### src/rtl/hbb_pkg.sv
package hbb_pkg;

    localparam int ADDR_W   = 18;
    localparam int WORD_LSB = 2;
    localparam int WORD_W   = ADDR_W - WORD_LSB;
    localparam int OFF_W    = 11;
    localparam int IMM_W    = 18;
    localparam int REG_W    = 32;

    typedef enum logic [1:0] {
        FORM_REG = 2'd0,
        FORM_ABS = 2'd1,
        FORM_REL = 2'd2,
        FORM_RSV = 2'd3
    } hint_form_e;

    typedef logic [WORD_W-1:0] word_addr_t;

    typedef struct packed {
        logic       live;
        word_addr_t trig;
        word_addr_t tgt;
    } hint_entry_t;

    function automatic word_addr_t sext_off(input logic [OFF_W-1:0] off);
        return {{(WORD_W-OFF_W){off[OFF_W-1]}}, off};
    endfunction

endpackage

### src/rtl/hbb_addr_gen.sv
module hbb_addr_gen
    import hbb_pkg::*;
#(
    parameter int MAX_DIST = 255
) (
    input  hint_form_e         form,
    input  logic [ADDR_W-1:0]  pc,
    input  logic [OFF_W-1:0]   off,
    input  logic [IMM_W-1:0]   imm,
    input  logic [REG_W-1:0]   regw,
    output word_addr_t         trig_w,
    output word_addr_t         tgt_w,
    output logic               in_range
);
    localparam logic signed [OFF_W-1:0] LIM_HI = OFF_W'(MAX_DIST);
    localparam logic signed [OFF_W-1:0] LIM_LO = -LIM_HI;

    word_addr_t               pc_w;
    word_addr_t               imm_w;
    logic signed [OFF_W-1:0]  off_s;
    logic                     unused_bits;

    assign pc_w        = pc[ADDR_W-1:WORD_LSB];
    assign imm_w       = imm[WORD_W-1:0];
    assign off_s       = off;
    assign unused_bits = ^{pc[WORD_LSB-1:0], imm[IMM_W-1:WORD_W],
                           regw[REG_W-1:ADDR_W], regw[WORD_LSB-1:0]};

    assign trig_w   = pc_w + sext_off(off);
    assign in_range = (off_s <= LIM_HI) && (off_s >= LIM_LO);

    always_comb begin
        unique case (form)
            FORM_REG: tgt_w = regw[ADDR_W-1:WORD_LSB];
            FORM_ABS: tgt_w = imm_w;
            FORM_REL: tgt_w = pc_w + imm_w;
            default:  tgt_w = '0;
        endcase
    end
endmodule

### src/rtl/hbb_window.sv
module hbb_window #(
    parameter int STALL_CYC  = 11,
    parameter int PAIR_INSTR = 8,
    parameter int EARLY_CYC  = 1
) (
    input  logic clk,
    input  logic rst,
    input  logic restart,
    input  logic tick,
    input  logic count_instr,
    output logic too_early,
    output logic ready
);
    localparam int CW = $clog2(STALL_CYC + 1);
    localparam int IW = $clog2(PAIR_INSTR + 1);
    localparam logic [CW-1:0] C_MAX   = CW'(STALL_CYC);
    localparam logic [CW-1:0] C_EARLY = CW'(EARLY_CYC);
    localparam logic [IW-1:0] I_MAX   = IW'(PAIR_INSTR);

    logic [CW-1:0] cyc_q;
    logic [IW-1:0] ins_q;

    always_ff @(posedge clk) begin
        if (rst || restart) begin
            cyc_q <= '0;
            ins_q <= '0;
        end else begin
            if (tick && cyc_q != C_MAX)
                cyc_q <= cyc_q + 1'b1;
            if (count_instr && ins_q != I_MAX)
                ins_q <= ins_q + 1'b1;
        end
    end

    assign too_early = (ins_q < I_MAX) || (cyc_q < C_EARLY);
    assign ready     = (cyc_q == C_MAX) && (ins_q == I_MAX);
endmodule

### src/rtl/hbb_entry.sv
module hbb_entry
    import hbb_pkg::*;
(
    input  logic        clk,
    input  logic        rst,
    input  logic        load,
    input  logic        load_live,
    input  word_addr_t  load_trig,
    input  word_addr_t  load_tgt,
    input  logic        drop,
    input  logic        iss_valid,
    input  word_addr_t  iss_w,
    output hint_entry_t ent,
    output logic        match
);
    always_ff @(posedge clk) begin
        if (rst) begin
            ent <= '0;
        end else if (load) begin
            ent.live <= load_live;
            ent.trig <= load_trig;
            ent.tgt  <= load_tgt;
        end else if (drop) begin
            ent.live <= 1'b0;
        end
    end

    assign match = ent.live && iss_valid && (iss_w == ent.trig);
endmodule

### src/rtl/branch_hint_buf.sv
module branch_hint_buf
    import hbb_pkg::*;
#(
    parameter int MAX_DIST   = 255,
    parameter int STALL_CYC  = 11,
    parameter int PAIR_INSTR = 8,
    parameter int EARLY_CYC  = 1
) (
    input  logic              clk,
    input  logic              rst,
    input  logic              hint_valid,
    input  logic [1:0]        hint_form,
    input  logic [ADDR_W-1:0] hint_pc,
    input  logic [OFF_W-1:0]  hint_off,
    input  logic [IMM_W-1:0]  hint_imm,
    input  logic [REG_W-1:0]  hint_reg,
    input  logic              iss_valid,
    input  logic [ADDR_W-1:0] iss_pc,
    input  logic              iss_tick,
    output logic              redir_valid,
    output logic [ADDR_W-1:0] redir_addr,
    output logic              stall_req,
    output logic              hint_active,
    output logic              hint_ready
);
    hint_form_e  form;
    word_addr_t  new_trig, new_tgt;
    logic        new_in_range;
    logic        load_ok;
    hint_entry_t ent;
    logic        match, too_early, win_ready, drop;
    logic        unused_iss_lsb;

    assign form           = hint_form_e'(hint_form);
    assign load_ok        = hint_valid && (form != FORM_RSV);
    assign unused_iss_lsb = ^iss_pc[WORD_LSB-1:0];

    hbb_addr_gen #(.MAX_DIST(MAX_DIST)) u_gen (
        .form     (form),
        .pc       (hint_pc),
        .off      (hint_off),
        .imm      (hint_imm),
        .regw     (hint_reg),
        .trig_w   (new_trig),
        .tgt_w    (new_tgt),
        .in_range (new_in_range)
    );

    hbb_entry u_entry (
        .clk       (clk),
        .rst       (rst),
        .load      (load_ok),
        .load_live (new_in_range),
        .load_trig (new_trig),
        .load_tgt  (new_tgt),
        .drop      (drop),
        .iss_valid (iss_valid),
        .iss_w     (iss_pc[ADDR_W-1:WORD_LSB]),
        .ent       (ent),
        .match     (match)
    );

    hbb_window #(
        .STALL_CYC (STALL_CYC),
        .PAIR_INSTR(PAIR_INSTR),
        .EARLY_CYC (EARLY_CYC)
    ) u_win (
        .clk         (clk),
        .rst         (rst),
        .restart     (load_ok),
        .tick        (iss_tick),
        .count_instr (iss_valid && !match),
        .too_early   (too_early),
        .ready       (win_ready)
    );

    assign drop        = match && too_early;
    assign redir_valid = match && win_ready;
    assign stall_req   = match && !win_ready && !too_early;
    assign redir_addr  = {ent.tgt, {WORD_LSB{1'b0}}};
    assign hint_active = ent.live;
    assign hint_ready  = ent.live && win_ready;
endmodule

### config.mk
export PLATFORM = sky130hd
export DESIGN_NAME = branch_hint_buf
export DESIGN_NICKNAME = d
export VERILOG_FILES = /design/src/rtl/hbb_pkg.sv /design/src/rtl/hbb_addr_gen.sv /design/src/rtl/hbb_window.sv /design/src/rtl/hbb_entry.sv /design/src/rtl/branch_hint_buf.sv
export SDC_FILE = /design/constraint.sdc
export NUM_CORES = 1
export LEC_CHECK = 0
export BUFFER_PORTS_ARGS = -buffer_cell sky130_fd_sc_hd__buf_4
export CAP_MARGIN = 20
export CORE_ASPECT_RATIO = 0.9
export CORE_MARGIN = 8
export CORE_UTILIZATION = 55
export CTS_CLUSTER_DIAMETER = 120
export DETAILED_ROUTE_END_ITERATION = 8
export PLACE_DENSITY = 0.86
export SETUP_SLACK_MARGIN = 0.1
export SLEW_MARGIN = 20
export SYNTH_ARGS = -nofsm -noshare
export SYNTH_HDL_FRONTEND = slang
export SYNTH_SLANG_ARGS = --single-unit
export TNS_END_PERCENT = 30
### constraint.sdc
create_clock -name clk -period 6.8 [get_ports clk]
set_input_delay 1.36 -clock clk [delete_from_list [all_inputs] [get_ports clk]]
set_output_delay 1.36 -clock clk [all_outputs]
set_load 0.02 [all_outputs]
==> flow_summary_export.csv <==
group,metric,value,unit
outcome,outcome,"finished, final reports clean",
clock_network,cts.reportedPaths.clkPinSlew,80,ps
yosys,async_flop_share,0,
timing,setup_viol,0,
yosys,synth_edf_count,0,
clock_network,h-tree-depth,2,
placed_design,portBuffers,101,
clock_network,clk_latency,310,ps
floorplan,die_w,103,microns
grt,grt_pass1_vias,3736,
power_and_ir_drop,p_leak,2.00,nW
yosys,synth_largest_area_cell,"dfxtp_1",
route,wl_met2,5120,microns
clock_network,cts_buffers,5,
grt,grt_max_degree,27,
layout,fillerInstances,575,
placed_design,gp_congestion,0.907,
setup_path,crit_family,"simple AND/OR/NAND/NOR gates",
floorplan,die-area,9690,sq um
yosys,yosysSeqAreaShare,0.220,
floorplan,fp.coreArea,6590,sq um
route,drtPass1Iterations,4,
yosys,yosysWarnings,0,
layout,syn_to_final_growth,21.3,%
floorplan,initial_core_util,0.567,
timing,rsz0062_at_grt,"false",
setup_path,ff2ff_setup_slack,5060,ps
yosys,ys_types,58,
yosys,netlist_instances,473,
flow_run,drv_cap,0,
yosys,synth_common_cells,"nand2_1, dfxtp_1, a21oi_1",
floorplan,dieHeight,94.2,microns
route,via_per_inst,5.89,
timing,setup_tns,0,ps
timing,finalClockSkew,12.7,ps
timing,fin_ws,2690,ps
yosys,synth.most_common_cell,"nand2_1",
setup_path,startpoint_type,"input port",
timing,max_slew.worst_pin.slew,678,ps
setup_path,worstSetupPathType,"in -> out",
timing,fin_crit,4110,ps
setup_path,cpMostUsedCell,"buf_4",
layout,final_util,0.688,
clock_network,max-clock-path-buffers,2,
route,wl_met3,703,microns
yosys,syn_avg_cell_area,7.90,sq um
clock_network,cts_resized,0,
layout,drive_above_1_share,0.228,
yosys,synth_top_flop_cell,"dfxtp_1",
clock_network,hold_buffers,0,
timing,maxSlewHeadroom,0.547,
yosys,synthesis.area,3730,sq um
timing,fmax,244,MHz
grt,grt_pass1_wl,16900,microns
layout,fin_nets,688,
setup_path,crit_required,5440,ps
floorplan,rows,28,
setup_path,slowest_delay,440,ps
setup_path,cp_num_buf_inv,2,
yosys,synthTopCellsByArea,"dfxtp_1, ha_1, xnor2_1, a21oi_1, nand2_1",
setup_path,worstPathArrival,2750,ps
timing,hold_viol,0,
grt,gr-total-overflow,0,
layout,final_cell_area,4530,sq um
placed_design,place_ws,2690,ps
timing,drv_slew,0,
worst_hold_path,hold_path_class,"reg -> reg",
setup_path,end_kind,"output pin",
clock_network,cts_setup_buffers,0,
route,wirelength,10600,microns
yosys,ys_seq_elements,41,
placed_design,hpwlAfterDp,8510,microns
yosys,synth_top_area_frac,0.220,
route,wire_per_inst,16.6,microns
timing,fin_crit_sh,0.604,
clock_network,numClockSinks,41,
power_and_ir_drop,finalPower,0.000768,W
route,route.detailed.drc,0,
setup_path,crit_chain,"buf_4, xnor2_1, nand4_1, nor4_2, nand2_1, nor3_1, buf_4",
layout,insertedDiodeCount,0,
grt,antenna_found_initial,0,
power_and_ir_drop,p_per_area,170,nW/um^2
setup_path,path_max_fanout,4,
power_and_ir_drop,ir_drop,0.137,mV
grt,grt_usage,0.215,
placed_design,dpl_cell_area,4410,sq um
route,wl_met1,4640,microns
clock_network,root_buffer,"clkbuf_8",
clock_network,cts_tree,"built",
route,top_layer,"met4",
route,via_count,3761,
route,ant_nets,0,
setup_path,critPathSlowestCell,"nor4_2",
route,drtIter0Drc,163,
floorplan,ios,126,
[kinds of logic after synthesis]
logic type | Yosys count | synth area share
AO/OA/AOI/OAI | 149 | 0.272
XOR/XNOR | 37 | 0.0868
adder cells (fa/ha/maj) | 36 | 0.125
buffers and inverters | 52 | 0.0727
flip-flops | 41 | 0.220
multiplexers | 9 | 0.0258
other | 1 | 0.00100
AND/OR/NAND/NOR | 148 | 0.197
[layout by cell type, fill, tap and decap left out, drive strengths merged, types with 5 or more instances in the layout]
cell    netlist  final
a211oi       12     12
a21o         17     17
a21oi        37     37
a31oi         7      7
and3          5      5
buf          26    102
clkbuf        9      6
dfxtp        41     41
ha           34     34
inv          17     17
mux2          5      5
nand2        47     47
nand2b        5      5
nand3        18     18
nand4         8      8
nor2         26     26
nor3         13     13
o211ai        8      8
o21a          8      8
o21ai        24     24
o22ai         8      8
xnor2        26     26
xor2         11     11
[path summary, 6_finish.rpt]
| kind | depth (start not counted) | from | to |
|---|---|---|---|
| max | 7 | iss_pc[14] | redir_valid |
| min reg2reg | 2 | u_entry.ent[19]$_SDFFE_PP0P_ | u_entry.ent[19]$_SDFFE_PP0P_ |
| min | 2 | u_entry.ent[19]$_SDFFE_PP0P_ | u_entry.ent[19]$_SDFFE_PP0P_ |
| max reg2reg | 6 | u_entry.ent[28]$_SDFFE_PP0P_ | u_win.ins_q[1]$_SDFFE_PP0P_ |
[routing by layer]
metal | global-route usage | up-vias
li1 | - | 1876
met1 | 0.260 | 1735
met2 | 0.380 | 133
met3 | 0.0407 | 17
met4 | 0.0517 | 0
met5 | 0 | -
[final cells by class]
class	count	area, sq um	share of cell area
inverter	17	63.8	0.0141
timing repair buffer	102	766	0.169
tap	90	113	0.0249
sequential	41	821	0.181
multi-input combinational	381	2650	0.584
clock inverter	2	37.5	0.00829
clock buffer	6	82.6	0.0182
[where the power goes]
part / switching (W) / total [W] / internal [W]
registers: 0.0000126 / 0.000272 / 0.000259
clock network: 0.0000918 / 0.000211 / 0.000119
logic: 0.000153 / 0.000285 / 0.000132
[sequential cells by signal, summed over array words and instances (netlist names)]
signal and cells:
u_win.ins_q 4, u_win.cyc_q 4, u_entry.ent 33
[worst register-to-register path, cell delays in order (launching register included)]
cell     delay, ps
dfxtp_1        330
xnor2_1        210
nand4_1        140
nor4_2         440
a21oi_1        230
mux2i_1        220
nor2_1          60
[metrics by stage]
stage,hold WS (ps),cells
after detailed placement,461,631
after CTS,471,639
after floorplan,444,474
after global placement,455,631
final,469,639
after global routing,488,639
Note: power is estimated with default switching activity, not from simulation.
